--- config.mk ---
export PLATFORM = sky130hd
export DESIGN_NAME = pkcvt_unit
export DESIGN_NICKNAME = d
export VERILOG_FILES = /design/src/rtl/pkcvt_pkg.sv /design/src/rtl/pkcvt_lead.sv /design/src/rtl/pkcvt_lane.sv /design/src/rtl/pkcvt_fpstate.sv /design/src/rtl/pkcvt_unit.sv
export SDC_FILE = /design/constraint.sdc
export NUM_CORES = 1
export LEC_CHECK = 0
export BUFFER_PORTS_ARGS = -buffer_cell sky130_fd_sc_hd__buf_2
export CORE_MARGIN = 3
export CORE_UTILIZATION = 40
export CTS_BUF_LIST = sky130_fd_sc_hd__clkbuf_4
export DETAILED_ROUTE_END_ITERATION = 6
export MAX_ROUTING_LAYER = met4
export SYNTH_ARGS = -nofsm -noshare
export SYNTH_HDL_FRONTEND = slang
export SYNTH_SLANG_ARGS = --single-unit
--- constraint.sdc ---
create_clock -name clk -period 4.98 [get_ports clk]
set_input_delay 0.996 -clock clk [delete_from_list [all_inputs] [get_ports clk]]
set_output_delay 0.996 -clock clk [all_outputs]
set_load 0.005 [all_outputs]
--- src/rtl/pkcvt_pkg.sv ---
package pkcvt_pkg;
  localparam int DBL_W    = 64;
  localparam int EXP_W    = 11;
  localparam int FRAC_W   = 52;
  localparam int EXP_BIAS = 1023;

  typedef struct packed {
    logic              sign;
    logic [EXP_W-1:0]  expo;
    logic [FRAC_W-1:0] frac;
  } dbl_t;
endpackage

--- src/rtl/pkcvt_lead.sv ---
module pkcvt_lead #(
  parameter int W = 32,
  localparam int POS_W = $clog2(W)
) (
  input  logic [W-1:0]     vec,
  output logic [POS_W-1:0] pos,
  output logic             found
);
  // Scan upward; the highest set bit is the last one written.
  always_comb begin
    pos = '0;
    for (int i = 0; i < W; i++) begin
      if (vec[i]) pos = POS_W'(i);
    end
  end

  assign found = |vec;
endmodule

--- src/rtl/pkcvt_lane.sv ---
module pkcvt_lane
  import pkcvt_pkg::*;
#(
  parameter int INT_W = 32
) (
  input  logic [INT_W-1:0] ival,
  output dbl_t             dval
);
  localparam int POS_W = $clog2(INT_W);
  localparam int PAD   = FRAC_W - (INT_W - 1);

  logic             neg;
  logic [INT_W-1:0] mag;
  logic [POS_W-1:0] lead_pos;
  logic             nonzero;
  logic [POS_W-1:0] shamt;
  logic [INT_W-1:0] norm;
  logic [FRAC_W-1:0] frac_w;

  assign neg = ival[INT_W-1];
  // Two's complement magnitude; the most negative value maps to 2^(INT_W-1).
  assign mag = neg ? (~ival + INT_W'(1)) : ival;

  pkcvt_lead #(.W(INT_W)) u_lead (
    .vec   (mag),
    .pos   (lead_pos),
    .found (nonzero)
  );

  assign shamt = POS_W'(INT_W - 1) - lead_pos;
  assign norm  = mag << shamt;

  // Bits below the hidden one go to the top of the fraction.
  generate
    if (PAD > 0) begin : g_pad
      assign frac_w = {norm[INT_W-2:0], {PAD{1'b0}}};
    end else begin : g_nopad
      assign frac_w = norm[INT_W-2:0];
    end
  endgenerate

  always_comb begin
    if (nonzero) begin
      dval.sign = neg;
      dval.expo = EXP_W'(EXP_BIAS) + EXP_W'(lead_pos);
      dval.frac = frac_w;
    end else begin
      dval = '0;
    end
  end
endmodule

--- src/rtl/pkcvt_fpstate.sv ---
module pkcvt_fpstate #(
  parameter int NREG = 8,
  parameter int TAGB = 2,
  localparam int TOP_W = $clog2(NREG),
  localparam int TAG_W = NREG * TAGB
) (
  input  logic             clk,
  input  logic             rst,
  input  logic             clr_en,
  input  logic             ld_en,
  input  logic [TOP_W-1:0] ld_top,
  input  logic [TAG_W-1:0] ld_tag,
  output logic [TOP_W-1:0] top,
  output logic [TAG_W-1:0] tag
);
  always_ff @(posedge clk) begin
    if (rst) begin
      top <= '0;
      tag <= '1;
    end else if (clr_en) begin
      top <= '0;
      tag <= '0;
    end else if (ld_en) begin
      top <= ld_top;
      tag <= ld_tag;
    end
  end
endmodule

--- src/rtl/pkcvt_unit.sv ---
module pkcvt_unit
  import pkcvt_pkg::*;
#(
  parameter int LANES = 2,
  parameter int INT_W = 32,
  parameter int NREG  = 8,
  parameter int TAGB  = 2,
  localparam int SRC_W = LANES * INT_W,
  localparam int RES_W = LANES * DBL_W,
  localparam int TOP_W = $clog2(NREG),
  localparam int TAG_W = NREG * TAGB
) (
  input  logic             clk,
  input  logic             rst,
  input  logic             in_valid,
  output logic             in_ready,
  input  logic [SRC_W-1:0] in_src,
  input  logic             in_from_reg,
  input  logic             fp_exc_pending,
  output logic             out_valid,
  input  logic             out_ready,
  output logic [RES_W-1:0] out_result,
  output logic             out_exc,
  input  logic             st_wr_en,
  input  logic [TOP_W-1:0] st_wr_top,
  input  logic [TAG_W-1:0] st_wr_tag,
  output logic [TOP_W-1:0] stk_top,
  output logic [TAG_W-1:0] tag_word
);
  logic [RES_W-1:0] conv_flat;
  logic             accept;
  logic             defer;
  logic             clear_state;

  generate
    for (genvar g = 0; g < LANES; g++) begin : g_lane
      dbl_t lane_out;
      pkcvt_lane #(.INT_W(INT_W)) u_lane (
        .ival (in_src[g*INT_W +: INT_W]),
        .dval (lane_out)
      );
      assign conv_flat[g*DBL_W +: DBL_W] = lane_out;
    end
  endgenerate

  assign in_ready    = ~out_valid | out_ready;
  assign accept      = in_valid & in_ready;
  assign defer       = in_from_reg & fp_exc_pending;
  assign clear_state = accept & in_from_reg & ~fp_exc_pending;

  always_ff @(posedge clk) begin
    if (rst) begin
      out_valid  <= 1'b0;
      out_exc    <= 1'b0;
      out_result <= '0;
    end else if (accept) begin
      out_valid  <= 1'b1;
      out_exc    <= defer;
      out_result <= defer ? '0 : conv_flat;
    end else if (out_ready) begin
      out_valid  <= 1'b0;
    end
  end

  pkcvt_fpstate #(.NREG(NREG), .TAGB(TAGB)) u_state (
    .clk    (clk),
    .rst    (rst),
    .clr_en (clear_state),
    .ld_en  (st_wr_en),
    .ld_top (st_wr_top),
    .ld_tag (st_wr_tag),
    .top    (stk_top),
    .tag    (tag_word)
  );
endmodule

==> results of run 1 <==
worst max path at each step:
| stage | to | startpoint | cells past startpoint |
|---|---|---|---|
| final | out_result[112] | in_src[32] | 19 |
| after CTS | out_result[46] | in_src[10] | 17 |
| after global routing | out_result[104] | in_src[32] | 20 |
| after floorplan | out_result[49] | in_src[0] | 17 |
| after detailed placement | out_result[30] | in_src[10] | 17 |
| after global placement | out_result[49] | in_src[10] | 16 |
through the flow:
stage / hold WS [ns] / utilization / instance area [um2] / total power [mW] / setup TNS, ns
2_1_floorplan: 0.446 / - / 11700 / 1.93 / 0
3_3_place_gp: 0.432 / 0.550 / 15500 / 2.82 / -5.78
3_5_place_dp: 0.437 / 0.550 / 15500 / 2.82 / -6.86
4_1_cts: 0.467 / 0.555 / 15600 / 3.30 / 0
5_1_grt: 0.483 / 0.556 / 15700 / 3.51 / 0
6_report: 0.464 / 0.556 / 15700 / 3.32 / 0
synthesized netlist by cell type, types with 8 or more instances:
master    count
buf_2        29
xnor2_1      41
nand2b_1     11
nand4_1      19
a311oi_1      9
a32oi_1      11
a31oi_1      14
nor4_1       23
and2_1       12
o31ai_1      24
mux2_2       14
buf_1        11
mux2i_1      56
o41ai_1      11
nor2_1      135
nand2_1     156
o22ai_1      41
o21ai_1      10
a211oi_1     23
dfxtp_1     105
inv_1        27
or4_1        18
a41oi_1       8
o21bai_1     18
nor3_1       53
a21oi_1     106
buf_4        48
or3_1        17
a221oi_1     14
o211ai_1     18
o21ai_0      78
o221ai_1     31
or2_2        10
xor2_1       33
nand3_1      45
nor2b_1       8
a22oi_1      41
and3_1       11
clkbuf_1     80
kinds of logic after synthesis:
family                   after synthesis  share of synthesized area
adder cells (fa/ha/maj)                6                    0.00649
buffers and inverters                204                     0.0869
multiplexers                          70                     0.0621
AO/OA/AOI/OAI                        582                      0.366
flip-flops                           105                      0.182
XOR/XNOR                              75                     0.0574
other                                  1                   0.000324
AND/OR/NAND/NOR                      557                      0.239
power groups by stage:
stage	combinational [mW]	sequential (mW)	clock, mW
after floorplan	0.966	0.965	0
after global placement	1.85	0.962	0
after detailed placement	1.85	0.965	0
after CTS	1.86	0.948	0.487
after global routing	2.03	0.956	0.514
final	1.90	0.949	0.476
area by class of cell:
class,count,area [um2]
Clock inverter,7,82.6
Inverter,32,120
Sequential cell,105,2100
Multi-Input combinational cell,1332,8670
Timing Repair Buffer,600,4140
Tap cell,378,473
Clock buffer,9,67.6
Fill cell,2777,12500
Antenna cell,1,2.50
what timing repair did:
item                       4_1_cts  5_1_grt
resized for setup                0        3
setup endpoints to repair        0       11
buffers inserted                 0        0
sequential cells by signal, summed over array words and instances, names as in the netlist:
| signal | flops |
|---|---|
| u_state.tag | 16 |
| u_state.top | 3 |
| out_valid | 1 |
| out_result | 84 |
| out_exc | 1 |
layer usage:
layer,wire [um],vias to the layer above,global-route usage
li1,-,7018,-
met1,23200,7098,0.454
met2,23900,747,0.531
met3,3660,94,0.0297
met4,1530,0,0.0831
met5,0,-,-
worst min-delay path, delay by kind of cell, from the launching register on:
| family | cells | cell delay, ns |
|---|---|---|
| DFF | 1 | 0.35 |
| and+or+nand+nor | 1 | 0.05 |
| AOI/OAI and AO/OA | 1 | 0.05 |
==> results.json, run 1 <==
{
  "cts_tree": "built",
  "synth.top_cell.area_share": 0.182,
  "layout_commonest_cell": "buf_4",
  "antenna_found_initial": 1,
  "min_to": "out_result[59]",
  "drt_iter0_markers": 1595,
  "outcome": "complete, but fails checks",
  "netSwitchingFraction": 0.435,
  "maxCapViolations": 0,
  "r2r-end": "u_state.tag[2]",
  "grt_overflow": 0,
  "worst_pin_slew_ns": 1.19,
  "slew_violations": 0,
  "fin_ws_ns": 0.193,
  "placedCellCount": 2447,
  "wl_per_cell_um": 21.2,
  "cts_root_buf": "clkbuf_4",
  "io_buffers": 197,
  "crit_buf_inv": 5,
  "crit_arrival_ns": 5.16,
  "grt_max_degree": 80,
  "dr.pass1.iters": 7,
  "power_density_nw_per_um2": 212,
  "slew_headroom": 0.206,
  "drive_above_1_share": 0.338,
  "p_seq_frac": 0.285,
  "clk_pin_slew_ns": 0.18,
  "track_usage": 0.332,
  "fmax_ghz": 0.209,
  "power.switching_mw": 1.45,
  "io_pins": 240,
  "slowest_delay_ns": 0.50,
  "critPathRequiredTime_ns": 5.35,
  "regToRegSetupSlack_ns": 2.60,
  "finalClockSkew_ns": 0.0342,
  "ctsHoldBuffers": 0,
  "ctsLongestPathBuffers": 2,
  "pwr-share-comb": 0.571,
  "p_int_mw": 1.88,
  "ir_drop_mv": 0.127,
  "reg2reg_depth": 5,
  "setup.worst_path.start_class": "input pin",
  "hp-start": "out_result[59]",
  "core_um2": 28200,
  "synth_edf_count": 0,
  "yosysWarnings": 0,
  "synth_area_per_cell_um2": 7.23,
  "hold_viol_final": 0,
  "min_delay_path_depth": 2,
  "gp_congestion": 1.03,
  "path_max_fanout": 9,
  "grt_pass1_wl_um": 80600,
  "rr_startpoint": "out_valid",
  "cts_max_level": 3,
  "hold_class": "reg2reg",
  "synth_area_leaders": "dfxtp_1 (18%), nand2_1 (5.1%), mux2i_1 (4.8%)",
  "cts_buffers": 9,
  "synthCells": 1600,
  "worstSetupEndpointType": "flop",
  "clock-sinks": 105,
  "row_count": 61,
  "cpLargestDelayFamily": "compound AO/OA/AOI/OAI gates",
  "pwr-share-clk": 0.143,
  "failed_checks": "DRC",
  "synth-async-reset-ratio": 0,
  "critPathKind": "in2reg",
  "fin_crit_ns": 4.79,
  "stdcell_count": 2464,
  "grt_pass1_vias": 13800,
  "wl_um": 52300,
  "seq_area_frac_synth": 0.182,
  "dieArea_um2": 31000,
  "netlist_area_um2": 11600,
  "die_h_um": 176,
  "hpwl_um": 42700,
  "setup_viol": 0,
  "num_vias": 15000,
  "area_delta_synth_final_pct": 35.3,
  "yosys.area.top_type": "dfxtp_1",
  "final_cell_mix": "buf_4 (393), buf_2 (197), nand2_1 (155)",
  "crit_slowest_cell": "o21ai_0",
  "ant_nets": 0,
  "fp.dieW_um": 176,
  "nNetsFinal": 2176,
  "synthFlopType": "dfxtp_1",
  "grt_setup_unrepaired": "no",
  "p_leak_nw": 6.76,
  "fin_crit_sh": 0.961,
  "detail_route.vias_per_cell": 6.07,
  "clk-insertion-delay-late_ns": 0.48,
  "dp_slack_ns": -0.304,
  "path_cells": "buf_2 -> inv_1 -> ha_1 -> nor2b_1 -> nand2_1 -> o311ai_0 -> o21ai_0 -> o31ai_1 -> and3_1 -> o211ai_1 -> nand2_2 -> inv_2 -> o21ai_0 -> buf_4 -> o22ai_1 -> nor3b_1 -> buf_4 -> nand2_1 -> a32o_1",
  "start_util": 0.411,
  "ys_seq_elements": 105,
  "ys_types": 104,
  "drc": 2
}
Power figures use the tool's default switching activity.
==> inputs of run 2 (changes only) <==
Settings changed: CORE_MARGIN 3 to 5.
==> run 2 against run 1 <==
Net effect:
- the run now ends clean
- critical endpoint is now out_result[51]
- register-to-register slack worse by 0.02 ns
- global-route usage fell by 2.6 points
- sequential power about the same
- cell count shrank 0.65%
- clock-buffer cell count unchanged
- critical path type unchanged
==> results.json, run 2 (synthesis gave the netlist of run 1 again) <==
{
  "setup.worst_path.start_class": "input pin",
  "num_vias": 14900,
  "cts_max_level": 3,
  "worst_pin_slew_ns": 1.16,
  "hold_viol_final": 0,
  "ir_drop_mv": 0.118,
  "core_um2": 28600,
  "detail_route.vias_per_cell": 6.10,
  "pwr-share-comb": 0.582,
  "nNetsFinal": 2156,
  "fp.dieW_um": 180,
  "min_delay_path_depth": 2,
  "dr.pass1.iters": 6,
  "final_cell_mix": "buf_4 (374), buf_2 (197), nand2_1 (155)",
  "finalClockSkew_ns": 0.0182,
  "grt_max_degree": 65,
  "cts_buffers": 9,
  "layout_commonest_cell": "buf_4",
  "worstSetupEndpointType": "flop",
  "fin_crit_sh": 0.978,
  "wl_per_cell_um": 21.1,
  "row_count": 62,
  "power.switching_mw": 1.38,
  "critPathKind": "in2reg",
  "wl_um": 51700,
  "place_area_um2": 15300,
  "fmax_ghz": 0.205,
  "hpwl_um": 42400,
  "track_usage": 0.307,
  "fin_crit_ns": 4.87,
  "hold_class": "reg2reg",
  "path_cells": "buf_2 -> or4_1 -> or4_4 -> or4_1 -> o211a_1 -> a31oi_1 -> nor3_2 -> a211oi_4 -> nand2_1 -> a21oi_1 -> o32ai_1 -> and3_1 -> a41o_1 -> a221oi_2",
  "crit_arrival_ns": 5.28,
  "fin_area_um2": 15400,
  "setup_viol": 0,
  "slew_headroom": 0.223,
  "io_buffers": 197,
  "p_int_mw": 1.83,
  "nFillCells": 2881,
  "power_density_nw_per_um2": 208,
  "grt_overflow": 0,
  "outcome": "completed",
  "area_delta_synth_final_pct": 33.5,
  "clock-sinks": 105,
  "clk_pin_slew_ns": 0.16,
  "cts_setup_buffers": 0,
  "start_util": 0.404,
  "cts_root_buf": "clkbuf_4",
  "largest_register_ffs": 84,
  "maxCapViolations": 0,
  "n_antenna_cell": 0,
  "slew_violations": 0,
  "reg2reg_depth": 5,
  "total_power_mw": 3.21,
  "io_pins": 240,
  "grt_pass1_wl_um": 79400,
  "top_regs": "out_result (84), u_state.tag (16), u_state.top (3)",
  "grt_pass1_vias": 13800,
  "dieArea_um2": 32400,
  "drive_above_1_share": 0.330,
  "grt_setup_unrepaired": "no",
  "slowest_delay_ns": 0.59,
  "gp_congestion": 1.05,
  "p_seq_frac": 0.295,
  "drc": 0,
  "drt_iter0_markers": 1625,
  "fin_util": 0.540,
  "fin_setup_tns_ns": 0,
  "path_max_fanout": 11,
  "critPathRequiredTime_ns": 5.39,
  "ctsLongestPathBuffers": 2,
  "antenna_found_initial": 0,
  "ant_nets": 0,
  "netSwitchingFraction": 0.430,
  "cts_tree": "built",
  "die_h_um": 180,
  "p_leak_nw": 6.65,
  "crit_slowest_cell": "a211oi_4",
  "regToRegSetupSlack_ns": 2.58,
  "critPathMostFrequentCell": "or4_1",
  "pwr-share-clk": 0.123,
  "clk-insertion-delay-late_ns": 0.47,
  "largest-register": "out_result",
  "ctsHoldBuffers": 0
}
==> run 2: cell types whose count changed in the layout (fill, tap and decap cells not counted), moves of 2 or more <==
cell      change
inv_6         +2
inv_8         -3
buf_4        -19
clkinv_8      -2
==> run 2: metrics by stage <==
stage / hold WS [ns] / setup WS, ns / instances
2_1_floorplan: 0.446 / 0.0761 / 1641
3_3_place_gp: 0.431 / -0.282 / 2433
3_5_place_dp: 0.439 / -0.281 / 2433
4_1_cts: 0.466 / 0.233 / 2448
5_1_grt: 0.483 / 0.0189 / 2448
6_report: 0.463 / 0.107 / 2448
==> run 2: power groups by stage <==
stage                     clock (mW)  combinational, mW  sequential, mW
after floorplan                    0              0.966           0.965
after global placement             0               1.82           0.963
after detailed placement           0               1.83           0.965
after CTS                      0.404               1.83           0.947
after global routing           0.443               1.99           0.956
final                          0.394               1.87           0.947
==> run 2: path summary, 6_finish.rpt <==
kind                        from        endpoint
setup / recovery      in_src[10]  out_result[51]
hold / removal    out_result[59]  out_result[59]
setup reg to reg       out_valid  u_state.tag[4]
hold reg to reg   out_result[59]  out_result[59]
==> run 2: timing repair <==
action | 4_1_cts | 5_1_grt
hold endpoints to repair | 0 | 0
resized for setup | 0 | 4
setup endpoints to repair | 0 | 7
==> run 2: worst max-delay path: cells and delay by family <==
family / cells / cell delay [ns]
AO/OA/AOI/OAI: 7 / 2.00
buffers and inverters: 1 / 0.10
AND/OR/NAND/NOR: 6 / 2.17
==> run 2: layout make-up <==
class / instances / area (um2) / area share
Multi-Input combinational cell: 1332 / 8660 / 0.561
Tap cell: 384 / 480 / 0.0311
Inverter: 32 / 120 / 0.00778
Clock inverter: 6 / 41.3 / 0.00267
Clock buffer: 9 / 67.6 / 0.00437
Sequential cell: 105 / 2100 / 0.136
Timing Repair Buffer: 580 / 3970 / 0.257
==> run 2: layer usage <==
metal | up-vias | wire [um] | track usage
li1 | 7003 | - | -
met5 | - | 0 | -
met3 | 143 | 3680 | 0.0392
met2 | 697 | 24300 | 0.502
met1 | 7097 | 21500 | 0.390
met4 | 0 | 2200 | 0.110
